<file path="config.mk">
export PLATFORM = sky130hd
export DESIGN_NAME = immop_exec
export DESIGN_NICKNAME = d
export VERILOG_FILES = /design/src/rtl/immop_pkg.sv /design/src/rtl/immop_decode.sv /design/src/rtl/immop_alu.sv /design/src/rtl/immop_regs.sv /design/src/rtl/immop_exec.sv
export SDC_FILE = /design/constraint.sdc
export NUM_CORES = 1
export LEC_CHECK = 0
export ABC_CLOCK_PERIOD_IN_PS = 10500
export CAP_MARGIN = 30
export CORE_MARGIN = 5
export CORE_UTILIZATION = 50
export DETAILED_ROUTE_END_ITERATION = 8
export PLACE_DENSITY_LB_ADDON = 0.2
export SLEW_MARGIN = 20
export SYNTH_ARGS = -nofsm -noshare
export SYNTH_HDL_FRONTEND = slang
export SYNTH_HIERARCHICAL = 1
export SYNTH_SLANG_ARGS = --single-unit
</file>
<file path="constraint.sdc">
create_clock -name clk -period 10.5 [get_ports clk]
set_clock_uncertainty 0.05 [all_clocks]
set_input_delay 2.625 -clock clk [delete_from_list [all_inputs] [get_ports clk]]
set_output_delay 2.625 -clock clk [all_outputs]
set_load 0.1 [all_outputs]
</file>
<file path="src/rtl/immop_pkg.sv">
package immop_pkg;

  // Operation codes match the ModR/M middle-field values of the group opcode.
  typedef enum logic [2:0] {
    ALU_ADD = 3'd0,
    ALU_OR  = 3'd1,
    ALU_BD2 = 3'd2,
    ALU_BD3 = 3'd3,
    ALU_AND = 3'd4,
    ALU_SUB = 3'd5,
    ALU_XOR = 3'd6,
    ALU_CMP = 3'd7
  } aluop_e;

  typedef enum logic [2:0] {
    K_ALU_RM,
    K_ALU_ACC,
    K_MOV_REG,
    K_MOV_RM,
    K_PUSH,
    K_BAD
  } kind_e;

  typedef enum logic [2:0] {
    ST_OP,
    ST_MODRM,
    ST_IMM,
    ST_EXEC,
    ST_MRD,
    ST_MWR,
    ST_HALT
  } state_e;

endpackage

</file>
<file path="src/rtl/immop_decode.sv">
module immop_decode
  import immop_pkg::*;
#(
  parameter int IDX_W  = 3,
  parameter int SP_IDX = 4
) (
  input  logic [7:0]       opcode,
  input  logic [7:0]       modrm,
  input  kind_e            cur_kind,
  output kind_e            op_kind,
  output aluop_e           op_alu,
  output logic [IDX_W-1:0] op_dst,
  output logic             mr_ok,
  output logic             mr_mem,
  output aluop_e           mr_alu,
  output logic [IDX_W-1:0] mr_rm
);

  // First-byte classification
  always_comb begin
    op_kind = K_BAD;
    op_alu  = ALU_ADD;
    op_dst  = '0;
    casez (opcode)
      8'h81: op_kind = K_ALU_RM;
      8'hc7: op_kind = K_MOV_RM;
      8'h2d: begin op_kind = K_ALU_ACC; op_alu = ALU_SUB; end
      8'h25: begin op_kind = K_ALU_ACC; op_alu = ALU_AND; end
      8'h0d: begin op_kind = K_ALU_ACC; op_alu = ALU_OR;  end
      8'h35: begin op_kind = K_ALU_ACC; op_alu = ALU_XOR; end
      8'h3d: begin op_kind = K_ALU_ACC; op_alu = ALU_CMP; end
      8'b1011_1???: begin
        op_kind = K_MOV_REG;
        op_dst  = opcode[IDX_W-1:0];
      end
      8'h68: begin
        op_kind = K_PUSH;
        op_dst  = IDX_W'(SP_IDX);
      end
      default: op_kind = K_BAD;
    endcase
  end

  // ModR/M byte checks
  logic [1:0] md;
  logic       mode_ok;
  logic       sub_ok;

  assign md     = modrm[7:6];
  assign mr_rm  = modrm[IDX_W-1:0];
  assign mr_alu = aluop_e'(modrm[5:3]);
  assign mr_mem = (md == 2'b00);

  always_comb begin
    mode_ok = 1'b0;
    if (md == 2'b11) begin
      mode_ok = 1'b1;
    end else if (md == 2'b00) begin
      mode_ok = (modrm[2:0] != 3'd4) && (modrm[2:0] != 3'd5);
    end
    sub_ok = 1'b1;
    if (cur_kind == K_ALU_RM) begin
      sub_ok = (modrm[5:3] != 3'd2) && (modrm[5:3] != 3'd3);
    end
    mr_ok = mode_ok && sub_ok;
  end

endmodule

</file>
<file path="src/rtl/immop_alu.sv">
module immop_alu
  import immop_pkg::*;
#(
  parameter int DATA_W = 32
) (
  input  aluop_e            op,
  input  logic [DATA_W-1:0] a,
  input  logic [DATA_W-1:0] b,
  output logic [DATA_W-1:0] res,
  output logic              sf,
  output logic              zf,
  output logic              of
);

  logic [DATA_W-1:0] diff;

  assign diff = a - b;

  always_comb begin
    case (op)
      ALU_ADD: res = a + b;
      ALU_OR:  res = a | b;
      ALU_AND: res = a & b;
      ALU_SUB: res = diff;
      ALU_XOR: res = a ^ b;
      default: res = a;
    endcase
  end

  // Compare flags come from the truncated difference.
  assign sf = diff[DATA_W-1];
  assign zf = (diff == '0);
  assign of = (a[DATA_W-1] ^ b[DATA_W-1]) & (diff[DATA_W-1] ^ a[DATA_W-1]);

endmodule

</file>
<file path="src/rtl/immop_regs.sv">
module immop_regs #(
  parameter int DATA_W = 32,
  parameter int NREG   = 8,
  parameter int IDX_W  = $clog2(NREG)
) (
  input  logic              clk,
  input  logic              rst_n,
  input  logic              we,
  input  logic [IDX_W-1:0]  waddr,
  input  logic [DATA_W-1:0] wdata,
  input  logic [IDX_W-1:0]  raddr_a,
  output logic [DATA_W-1:0] rdata_a,
  input  logic [IDX_W-1:0]  raddr_b,
  output logic [DATA_W-1:0] rdata_b
);

  logic [DATA_W-1:0] gpr_q [NREG];

  for (genvar g = 0; g < NREG; g++) begin : g_reg
    logic en;
    assign en = we && (waddr == IDX_W'(g));
    always_ff @(posedge clk or negedge rst_n) begin
      if (!rst_n) begin
        gpr_q[g] <= '0;
      end else if (en) begin
        gpr_q[g] <= wdata;
      end
    end
  end

  assign rdata_a = gpr_q[raddr_a];
  assign rdata_b = gpr_q[raddr_b];

  AST_WADDR_KNOWN: assert property (@(posedge clk) disable iff (!rst_n)
    we |-> !$isunknown(waddr));

endmodule

</file>
<file path="src/rtl/immop_exec.sv">
module immop_exec
  import immop_pkg::*;
#(
  parameter int DATA_W = 32,
  parameter int SP_IDX = 4
) (
  input  logic              clk,
  input  logic              rst_n,
  input  logic              in_valid,
  input  logic [7:0]        in_byte,
  output logic              in_ready,
  output logic              mem_rd,
  output logic              mem_wr,
  output logic [DATA_W-1:0] mem_addr,
  output logic [DATA_W-1:0] mem_wdata,
  input  logic              mem_rvalid,
  input  logic [DATA_W-1:0] mem_rdata,
  output logic              done,
  output logic              err,
  output logic              flag_sf,
  output logic              flag_zf,
  output logic              flag_of,
  input  logic [2:0]        peek_idx,
  output logic [DATA_W-1:0] peek_val
);

  localparam int NREG      = 8;
  localparam int IDX_W     = 3;
  localparam int IMM_BYTES = DATA_W / 8;
  localparam int CNT_W     = (IMM_BYTES > 1) ? $clog2(IMM_BYTES) : 1;
  localparam logic [CNT_W-1:0]  CNT_LAST = CNT_W'(IMM_BYTES - 1);
  localparam logic [DATA_W-1:0] SP_STEP  = DATA_W'(IMM_BYTES);

  // Reset: asynchronous assert, synchronous release
  logic [1:0] rsync_q;
  logic       rst_i_n;

  always_ff @(posedge clk or negedge rst_n) begin
    if (!rst_n) begin
      rsync_q <= 2'b00;
    end else begin
      rsync_q <= {rsync_q[0], 1'b1};
    end
  end
  assign rst_i_n = rsync_q[1];

  // State
  state_e            state_q, state_d;
  kind_e             kind_q, kind_d;
  aluop_e            aop_q, aop_d;
  logic [IDX_W-1:0]  dst_q, dst_d;
  logic              ismem_q, ismem_d;
  logic [CNT_W-1:0]  cnt_q, cnt_d;
  logic [DATA_W-1:0] imm_q, imm_d;
  logic [DATA_W-1:0] addr_q, addr_d;
  logic [DATA_W-1:0] res_q, res_d;
  logic              sf_q, sf_d, zf_q, zf_d, of_q, of_d;
  logic              err_q, err_d;

  logic              ctl_en, imm_en, addr_en, res_en, flg_en, err_en;

  // Decoder
  kind_e             dc_kind;
  aluop_e            dc_alu, mr_alu;
  logic [IDX_W-1:0]  dc_dst, mr_rm;
  logic              mr_ok, mr_mem;

  immop_decode #(.IDX_W(IDX_W), .SP_IDX(SP_IDX)) u_dec (
    .opcode   (in_byte),
    .modrm    (in_byte),
    .cur_kind (kind_q),
    .op_kind  (dc_kind),
    .op_alu   (dc_alu),
    .op_dst   (dc_dst),
    .mr_ok    (mr_ok),
    .mr_mem   (mr_mem),
    .mr_alu   (mr_alu),
    .mr_rm    (mr_rm)
  );

  // Register file
  logic              rf_we;
  logic [IDX_W-1:0]  rf_waddr;
  logic [DATA_W-1:0] rf_wdata;
  logic [DATA_W-1:0] rf_a;

  immop_regs #(.DATA_W(DATA_W), .NREG(NREG), .IDX_W(IDX_W)) u_regs (
    .clk     (clk),
    .rst_n   (rst_i_n),
    .we      (rf_we),
    .waddr   (rf_waddr),
    .wdata   (rf_wdata),
    .raddr_a (dst_q),
    .rdata_a (rf_a),
    .raddr_b (peek_idx),
    .rdata_b (peek_val)
  );

  // ALU: operand from memory while waiting on a read, else from the register
  logic [DATA_W-1:0] alu_a, alu_res;
  logic              alu_sf, alu_zf, alu_of;

  assign alu_a = (state_q == ST_MRD) ? mem_rdata : rf_a;

  immop_alu #(.DATA_W(DATA_W)) u_alu (
    .op  (aop_q),
    .a   (alu_a),
    .b   (imm_q),
    .res (alu_res),
    .sf  (alu_sf),
    .zf  (alu_zf),
    .of  (alu_of)
  );

  logic accept;
  assign in_ready = (state_q == ST_OP) || (state_q == ST_MODRM) || (state_q == ST_IMM);
  assign accept   = in_valid && in_ready;

  // Next-state logic
  always_comb begin
    state_d  = state_q;
    kind_d   = kind_q;
    aop_d    = aop_q;
    dst_d    = dst_q;
    ismem_d  = ismem_q;
    cnt_d    = cnt_q;
    imm_d    = imm_q;
    addr_d   = addr_q;
    res_d    = res_q;
    sf_d     = sf_q;
    zf_d     = zf_q;
    of_d     = of_q;
    err_d    = err_q;
    ctl_en   = 1'b0;
    imm_en   = 1'b0;
    addr_en  = 1'b0;
    res_en   = 1'b0;
    flg_en   = 1'b0;
    err_en   = 1'b0;
    rf_we    = 1'b0;
    rf_waddr = dst_q;
    rf_wdata = alu_res;
    done     = 1'b0;
    mem_rd   = 1'b0;
    mem_wr   = 1'b0;

    case (state_q)
      ST_OP: begin
        if (accept) begin
          ctl_en  = 1'b1;
          kind_d  = dc_kind;
          aop_d   = dc_alu;
          dst_d   = dc_dst;
          ismem_d = 1'b0;
          cnt_d   = '0;
          if (dc_kind == K_BAD) begin
            err_en  = 1'b1;
            err_d   = 1'b1;
            state_d = ST_HALT;
          end else if ((dc_kind == K_ALU_RM) || (dc_kind == K_MOV_RM)) begin
            state_d = ST_MODRM;
          end else begin
            state_d = ST_IMM;
          end
        end
      end

      ST_MODRM: begin
        if (accept) begin
          ctl_en = 1'b1;
          if (!mr_ok) begin
            err_en  = 1'b1;
            err_d   = 1'b1;
            state_d = ST_HALT;
          end else begin
            dst_d   = mr_rm;
            ismem_d = mr_mem;
            if (kind_q == K_ALU_RM) begin
              aop_d = mr_alu;
            end
            state_d = ST_IMM;
          end
        end
      end

      ST_IMM: begin
        if (accept) begin
          ctl_en = 1'b1;
          imm_en = 1'b1;
          imm_d  = {in_byte, imm_q[DATA_W-1:8]};
          cnt_d  = cnt_q + 1'b1;
          if (cnt_q == CNT_LAST) begin
            state_d = ST_EXEC;
          end
        end
      end

      ST_EXEC: begin
        ctl_en = 1'b1;
        case (kind_q)
          K_ALU_RM, K_ALU_ACC: begin
            if (ismem_q) begin
              addr_en = 1'b1;
              addr_d  = rf_a;
              state_d = ST_MRD;
            end else begin
              if (aop_q == ALU_CMP) begin
                flg_en = 1'b1;
                sf_d   = alu_sf;
                zf_d   = alu_zf;
                of_d   = alu_of;
              end else begin
                rf_we = 1'b1;
              end
              done    = 1'b1;
              state_d = ST_OP;
            end
          end
          K_MOV_REG: begin
            rf_we    = 1'b1;
            rf_wdata = imm_q;
            done     = 1'b1;
            state_d  = ST_OP;
          end
          K_MOV_RM: begin
            if (ismem_q) begin
              addr_en = 1'b1;
              addr_d  = rf_a;
              res_en  = 1'b1;
              res_d   = imm_q;
              state_d = ST_MWR;
            end else begin
              rf_we    = 1'b1;
              rf_wdata = imm_q;
              done     = 1'b1;
              state_d  = ST_OP;
            end
          end
          K_PUSH: begin
            rf_we    = 1'b1;
            rf_wdata = rf_a - SP_STEP;
            addr_en  = 1'b1;
            addr_d   = rf_a - SP_STEP;
            res_en   = 1'b1;
            res_d    = imm_q;
            state_d  = ST_MWR;
          end
          default: begin
            err_en  = 1'b1;
            err_d   = 1'b1;
            state_d = ST_HALT;
          end
        endcase
      end

      ST_MRD: begin
        mem_rd = 1'b1;
        if (mem_rvalid) begin
          ctl_en = 1'b1;
          if (aop_q == ALU_CMP) begin
            flg_en  = 1'b1;
            sf_d    = alu_sf;
            zf_d    = alu_zf;
            of_d    = alu_of;
            done    = 1'b1;
            state_d = ST_OP;
          end else begin
            res_en  = 1'b1;
            res_d   = alu_res;
            state_d = ST_MWR;
          end
        end
      end

      ST_MWR: begin
        ctl_en  = 1'b1;
        mem_wr  = 1'b1;
        done    = 1'b1;
        state_d = ST_OP;
      end

      default: begin
        state_d = ST_HALT;
      end
    endcase
  end

  // Register processes
  always_ff @(posedge clk or negedge rst_i_n) begin
    if (!rst_i_n) begin
      state_q <= ST_OP;
      kind_q  <= K_BAD;
      aop_q   <= ALU_ADD;
      dst_q   <= '0;
      ismem_q <= 1'b0;
      cnt_q   <= '0;
    end else if (ctl_en) begin
      state_q <= state_d;
      kind_q  <= kind_d;
      aop_q   <= aop_d;
      dst_q   <= dst_d;
      ismem_q <= ismem_d;
      cnt_q   <= cnt_d;
    end
  end

  always_ff @(posedge clk or negedge rst_i_n) begin
    if (!rst_i_n) begin
      imm_q <= '0;
    end else if (imm_en) begin
      imm_q <= imm_d;
    end
  end

  always_ff @(posedge clk or negedge rst_i_n) begin
    if (!rst_i_n) begin
      addr_q <= '0;
    end else if (addr_en) begin
      addr_q <= addr_d;
    end
  end

  always_ff @(posedge clk or negedge rst_i_n) begin
    if (!rst_i_n) begin
      res_q <= '0;
    end else if (res_en) begin
      res_q <= res_d;
    end
  end

  always_ff @(posedge clk or negedge rst_i_n) begin
    if (!rst_i_n) begin
      sf_q <= 1'b0;
      zf_q <= 1'b0;
      of_q <= 1'b0;
    end else if (flg_en) begin
      sf_q <= sf_d;
      zf_q <= zf_d;
      of_q <= of_d;
    end
  end

  always_ff @(posedge clk or negedge rst_i_n) begin
    if (!rst_i_n) begin
      err_q <= 1'b0;
    end else if (err_en) begin
      err_q <= err_d;
    end
  end

  assign mem_addr  = addr_q;
  assign mem_wdata = res_q;
  assign err       = err_q;
  assign flag_sf   = sf_q;
  assign flag_zf   = zf_q;
  assign flag_of   = of_q;

  // Assertions
  AST_RD_WR_EXCL: assert property (@(posedge clk) disable iff (!rst_i_n)
    !(mem_rd && mem_wr));

  AST_DONE_SINGLE: assert property (@(posedge clk) disable iff (!rst_i_n)
    done |=> !done);

  AST_ERR_STICKY: assert property (@(posedge clk) disable iff (!rst_i_n)
    err |=> err);

  AST_HALT_NO_INTAKE: assert property (@(posedge clk) disable iff (!rst_i_n)
    err |-> !in_ready);

  AST_RMW_AFTER_READ: assert property (@(posedge clk) disable iff (!rst_i_n)
    (mem_wr && (kind_q == K_ALU_RM)) |-> $past(mem_rd && mem_rvalid));

  AST_PUSH_AT_NEW_SP: assert property (@(posedge clk) disable iff (!rst_i_n)
    (mem_wr && (kind_q == K_PUSH)) |-> (mem_addr == rf_a));

  AST_CMP_NO_WRITE: assert property (@(posedge clk) disable iff (!rst_i_n)
    (aop_q == ALU_CMP && (kind_q == K_ALU_RM || kind_q == K_ALU_ACC)) |-> !mem_wr);

endmodule

</file>
== Yosys cells after proc, flatten, opt, wreduce, memory -nomap -nowiden ==
Cells that the tools add are included.

* Add/sub/neg operators: 4
* Order comparisons: 2
* Equal/unequal tests: 54
* Muxes and demuxes: 104
* Bitwise gates (word level): 8
* Reductions and logical operators: 44

{| class="wikitable"
|+ Operator list
! kind !! number
|-
| 32-bit 2-to-1 mux || 11
|-
| 32-bit binary-select mux with 3-bit select || 2
|-
| 32-bit case mux with 2 select lines || 3
|-
| 32-bit case mux with 5 select lines || 1
|-
| 32-bit case mux with 3 select lines || 1
|-
| 3-bit 2-to-1 mux || 17
|-
| 1-bit 2-to-1 mux || 44
|-
| 3-bit == test, second input constant || 12
|-
| 32-bit adder || 1
|-
| 32-bit AND || 1
|-
| 8-bit by 6-bit == test with 1-bit output, second input constant || 4
|-
| 32-bit zero test || 1
|-
| 32-bit OR || 1
|-
| 32-bit by 3-bit subtractor with 32-bit output, second input constant || 1
|-
| 32-bit subtractor || 1
|-
| 32-bit bitwise XOR || 1
|-
| 3-bit case mux with 5 select lines || 2
|-
| 3-bit by 2-bit == test with 1-bit output, second input constant || 7
|-
| 2-bit inequality test, second input constant || 9
|-
| 1-bit case mux with 2 select lines || 9
|-
| 3-bit case mux with 2 select lines || 3
|-
| 3-bit case mux with 6 select lines || 1
|-
| 6-bit AND reduction || 3
|-
| 8-bit == test, second input constant || 2
|-
| 30 further kinds || 78
|}

* Register bits: 373
* Input bits: 47
* Output and inout port bits: 104
* Logic and storage cells: 238

== Longest topological paths before layout ==
* Depth in word-level cells: 12
* Depth in mapped cells: 23
* Mapped depth without buffers: 18

== Modules after synthesis ==
Netlist, hierarchy kept.

{| class="wikitable"
|+ Modules (own cells, without submodules)
! module !! times used !! cells an instance !! area an instance (um2) !! sequential area each (um2)
|-
| immop_regs || 1 || 779 || 13720.7 || 6406.1
|-
| immop_exec || 1 || 683 || 6947.9 || 2930.3
|-
| immop_alu || 1 || 981 || 6207.2 || 0.0
|-
| immop_decode || 1 || 40 || 250.2 || 0.0
|}

== Worst setup path after synthesis ==
No wires, ideal clock.

* Path type: input port to output port
* Start: input port mem_rvalid
* End: output port done
* Arrival time: 4788 ps
* Data required time: 7825 ps
* Setup slack: 3037 ps
* Stages: 2
* Path buffers: 0
* Cells stage by stage: a21oi_1 o21ai_0

* Word-level cells in the longest chain between the ends: 2

{| class="wikitable"
|+ RTL lines
! item !! line !! RTL
|-
| start: declaration || immop_exec.sv:16 || <nowiki>input logic mem_rvalid,</nowiki>
|-
| 1-bit 2-to-1 mux || immop_exec.sv:258 || <nowiki>if (mem_rvalid) begin</nowiki>
|-
| 1-bit case mux with 3 select lines || immop_exec.sv:147 || <nowiki>case (state_q)</nowiki>
|-
| end: declaration || immop_exec.sv:18 || <nowiki>output logic done,</nowiki>
|}

No other way between the ends.

== Worst setup path in the final report ==
* Start: input port peek_idx[2]
* End: output port peek_val[19]

* Word-level cells in the longest chain between the ends: 4

{| class="wikitable"
|+ RTL lines
! item !! line !! RTL
|-
| start: declaration || immop_exec.sv:23 || <nowiki>input logic [2:0] peek_idx,</nowiki>
|-
| 3-bit NOT with 4-bit output (not written as such) || immop_regs.sv:32 || <nowiki>assign rdata_b = gpr_q[raddr_b];</nowiki>
|-
| 32-bit binary-select mux with 3-bit select || immop_regs.sv:32 ||
|-
| 32-bit 2-to-1 mux (not written as such) (2 in a row) || immop_regs.sv:32 ||
|-
| end: declaration || immop_exec.sv:24 || <nowiki>output logic [DATA_W-1:0] peek_val</nowiki>
|}

No other way between the ends. The select of a mux whose other input is x is not followed.

==> run summary <==
Measured against its own limit, the worst slew margin works out to 31.76%. The tools report the number of fill cells as 4471. Multiplexer cells account for 31.14% of the synthesized area. The share of synthesized area occupied by flip-flops and latches was 34.42%; the number of synthesized flops with an enable pin was 0.

The first global-routing pass estimated 133000 um of wire. The number of buffers inserted by port buffering works out to 150. Once the floorplan was initialized, standard cells occupied 50.41% of the core.

The number of hold violations in the final report was 0; the share of the clock period used by the worst path was 79.01%. The tools report the quantity of gates resized following cts as 0. The first TritonRoute pass finished after 6 iterations.

Counting every instance in the synthesized netlist gives 2483. Dividing the synthesized area by the synthesized cell count gives 10.92 um^2. Clock tree synthesis inserted a total of 43 buffers. TritonCTS built the clock tree. Routability-driven placement finished with a final weighted congestion of 0.9364.

Antenna violation net count after detailed routing: 0. After detailed routing, the average wire length per cell comes to 26.70 um. The placeable core region was 53810 um^2; the area fraction in and, or, nand and nor cells after synthesis was 9.179%. After detailed routing, the total wire length is 87510 um. The number of setup buffers added after CTS is 0. For the detailed-route DRC error count, the log shows 0. The achievable frequency was 120.5 MHz; the number of core rows was 85. The number of synthesis warnings is 6, and the sum of overflow across all layers after global routing is 0. Summing the areas of all xor and xnor instances in the mapped netlist gives 2.777% of the synthesized area. Leaving out fill and tap cells, the most frequent cells in the layout are 415 x mux2_2, 365 x dfrtp_1, 147 x clkdlybuf4s50_1, 138 x o21ai_0, 134 x a21oi_1.

The synthesized netlist devotes 12.14% of its cell area to compound gates. The kind of critical path was primary input to output pin. Counting flops and latches in the post-synthesis netlist gives 373. After synthesis, the share of flip-flops with an asynchronous set or reset is 100.0%. In this run the worst hold path is classified as flop to flop.

The data required time of the worst path was 7830 ps; the number of hold-repair buffers added at the cts stage was 0. The area overhead of the layout relative to synthesis is 13.41%, and the horizontal die dimension is 242.9 um. Mean number of vias per cell: 6.578. Setup repair after global routing left no endpoint under its margin. The clock input transition at the sequential cells of the worst setup and hold paths was 60 ps; the post-synthesis instance area was 27130 um^2. For the pin with the worst max-slew slack, the measured transition is 1020 ps. The adder-cell share of the synthesized area was 5.037%; the maximum clock path buffer count was 3.

After synthesis, the largest family of logic cells by area is multiplexers. STA classifies the critical path startpoint as a primary input. The most used flip-flop cell after synthesis is dfrtp_1. The clock net in this run drives a total of 373 sinks. The number of nets handed over by synthesis was 2638. Entering global routing, the biggest net connects 165 pins.

CTS placed an instance of clkbuf_16 at the clock tree root. The die covers 59010 um^2. Of the cells placed in the final design, the portion with a size suffix greater than 1 is 25.24%.

The aggregate global-route resource usage is 28.59%. The capturing element type of the critical path is an output pin. The tools report the net count reported at finish as 2702. The via count of the first global-routing pass was 21660. Data on the critical path arrives at its endpoint at 5620 ps. Subtracting the final worst setup slack from the clock period gives 8297 ps. The peak fanout along the critical path was 36.

The total of max-cap violations is 0, and the setup TNS is 0 ps. For the worst-skew pair, the clock arrives at the later sink with an insertion delay of 590 ps. The run finished with clean final reports.

Once detailed placement completed, the half-perimeter wirelength came to 60850 um. For the total count of max-transition violations in the final report, the log shows 0. In this run the number of H-tree levels came out at 2. The logs give 1 for the initial antenna violation count and 21560 for the via total after detailed routing.

The floorplan step set the die height to 242.9 um. Leaving out fill and tap cells, the most frequent cell in the layout is mux2_2. 151 I/O pins were placed. The number of different library cells used by synthesis comes to 96.

In this run, the number of DRC markers left after iteration 0 of detailed routing was 2013. Final number of setup-violating endpoints: 0.
## area by class of cell
| type | count | area, um^2 | area share (%) |
|---|---|---|---|
| multi-input combinational | 1792 | 16450 | 53.48 |
| sequential | 373 | 9349 | 30.39 |
| timing repair buffer | 205 | 2036 | 6.617 |
| clock buffer | 57 | 1231 | 4.002 |
| tap | 696 | 870.8 | 2.831 |
| inverter | 132 | 495.5 | 1.611 |
| clock inverter | 20 | 324.1 | 1.053 |
| antenna | 2 | 5.005 | 0.01627 |
## cell usage after synthesis (8+ instances only)
master	instances	share of area (%)
a21o_1	17	0.47
a21oi_1	134	2.5
a221o_1	12	0.44
a221oi_1	12	0.39
a22oi_1	30	0.83
a31oi_1	23	0.53
buf_1	16	0.22
buf_2	44	0.81
buf_4	21	0.58
buf_6	14	0.58
clkbuf_1	88	1.2
dfrtp_1	371	34
ha_1	106	4.9
inv_1	129	1.8
mux2_1	40	1.7
mux2_2	415	17
mux2i_1	11	0.41
mux4_1	80	7.7
mux4_2	48	4.0
nand2_1	122	1.7
nand2b_1	24	0.55
nand3_1	25	0.46
nand4_1	12	0.28
nor2_1	122	1.7
nor3_1	57	1.1
nor4_1	25	0.58
o211ai_1	8	0.22
o21a_1	11	0.30
o21ai_0	141	2.6
o21ai_1	24	0.44
o21bai_1	12	0.33
o221ai_1	11	0.36
o22ai_1	15	0.35
o31ai_1	11	0.30
or2_2	10	0.23
or3_1	16	0.37
xnor2_1	65	2.1
xor2_1	21	0.68
## worst max-delay path, cell delays in order
cell and delay [ps]:
buf_2 590, buf_4 610, mux4_2 420, mux2_2 320, clkdlybuf4s50_1 980
## cell families (layout without fill, tap and decap cells)
| family | after synthesis | after routing |
|---|---|---|
| other | 1 | 3 |
| buffers and inverters | 318 | 414 |
| DFF | 373 | 373 |
| AOI/OAI and AO/OA | 518 | 518 |
| xor gates and xnor gates | 86 | 86 |
| and+or+nand+nor | 483 | 483 |
| muxes | 596 | 596 |
| adders and majority gates | 108 | 108 |
## state kept, by name, summed over array words and instances, names as in the netlist, 3 cells and up
name / flops
aop_q: 3
dst_q: 3
imm_q: 32
kind_q: 3
mem_addr: 32
mem_wdata: 32
state_q: 3
u_regs/gpr_q: 256
## final timing paths
check	from	end	slack [ps]	cells after the start
setup / recovery	peek_idx[2]	peek_val[19]	2200	5
hold / removal	rsync_q[0]	rsync_q[1]	310	0
setup reg to reg	dst_q[0]	u_regs/gpr_q[30]	3170	18
hold reg to reg	rsync_q[0]	rsync_q[1]	310	0
max in group asynchronous	rst_n	rsync_q[1]	8110	1
min in group asynchronous	rsync_q[1]	u_regs/gpr_q[134]	350	0
## per-stage QoR
step | std cells | utilization [%] | hold WS (ps) | area (um^2) | setup slack (ps)
after global placement | 3179 | 53.78 | 289.7 | 28940 | 2180
after floorplan | 2483 | - | 281.1 | 27130 | 3037
after CTS | 3266 | 56.93 | 308.6 | 30640 | 2134
final | 3277 | 57.17 | 305.0 | 30760 | 2203
after detailed placement | 3189 | 54.04 | 288.6 | 29080 | 2147
after global routing | 3275 | 57.16 | 327.0 | 30760 | 2181
## layer usage
metal | track usage [%] | share of wire (%) | up-vias
met5 | 0 | 0 | -
met4 | 11.45 | 4.5 | 0
met3 | 3.872 | 6.5 | 222
met2 | 46.85 | 48 | 951
met1 | 38.76 | 41 | 11000
li1 | - | - | 9387
Power is not shown: default switching activity piles up to over one toggle a cycle in this logic, so the estimate is an artifact.
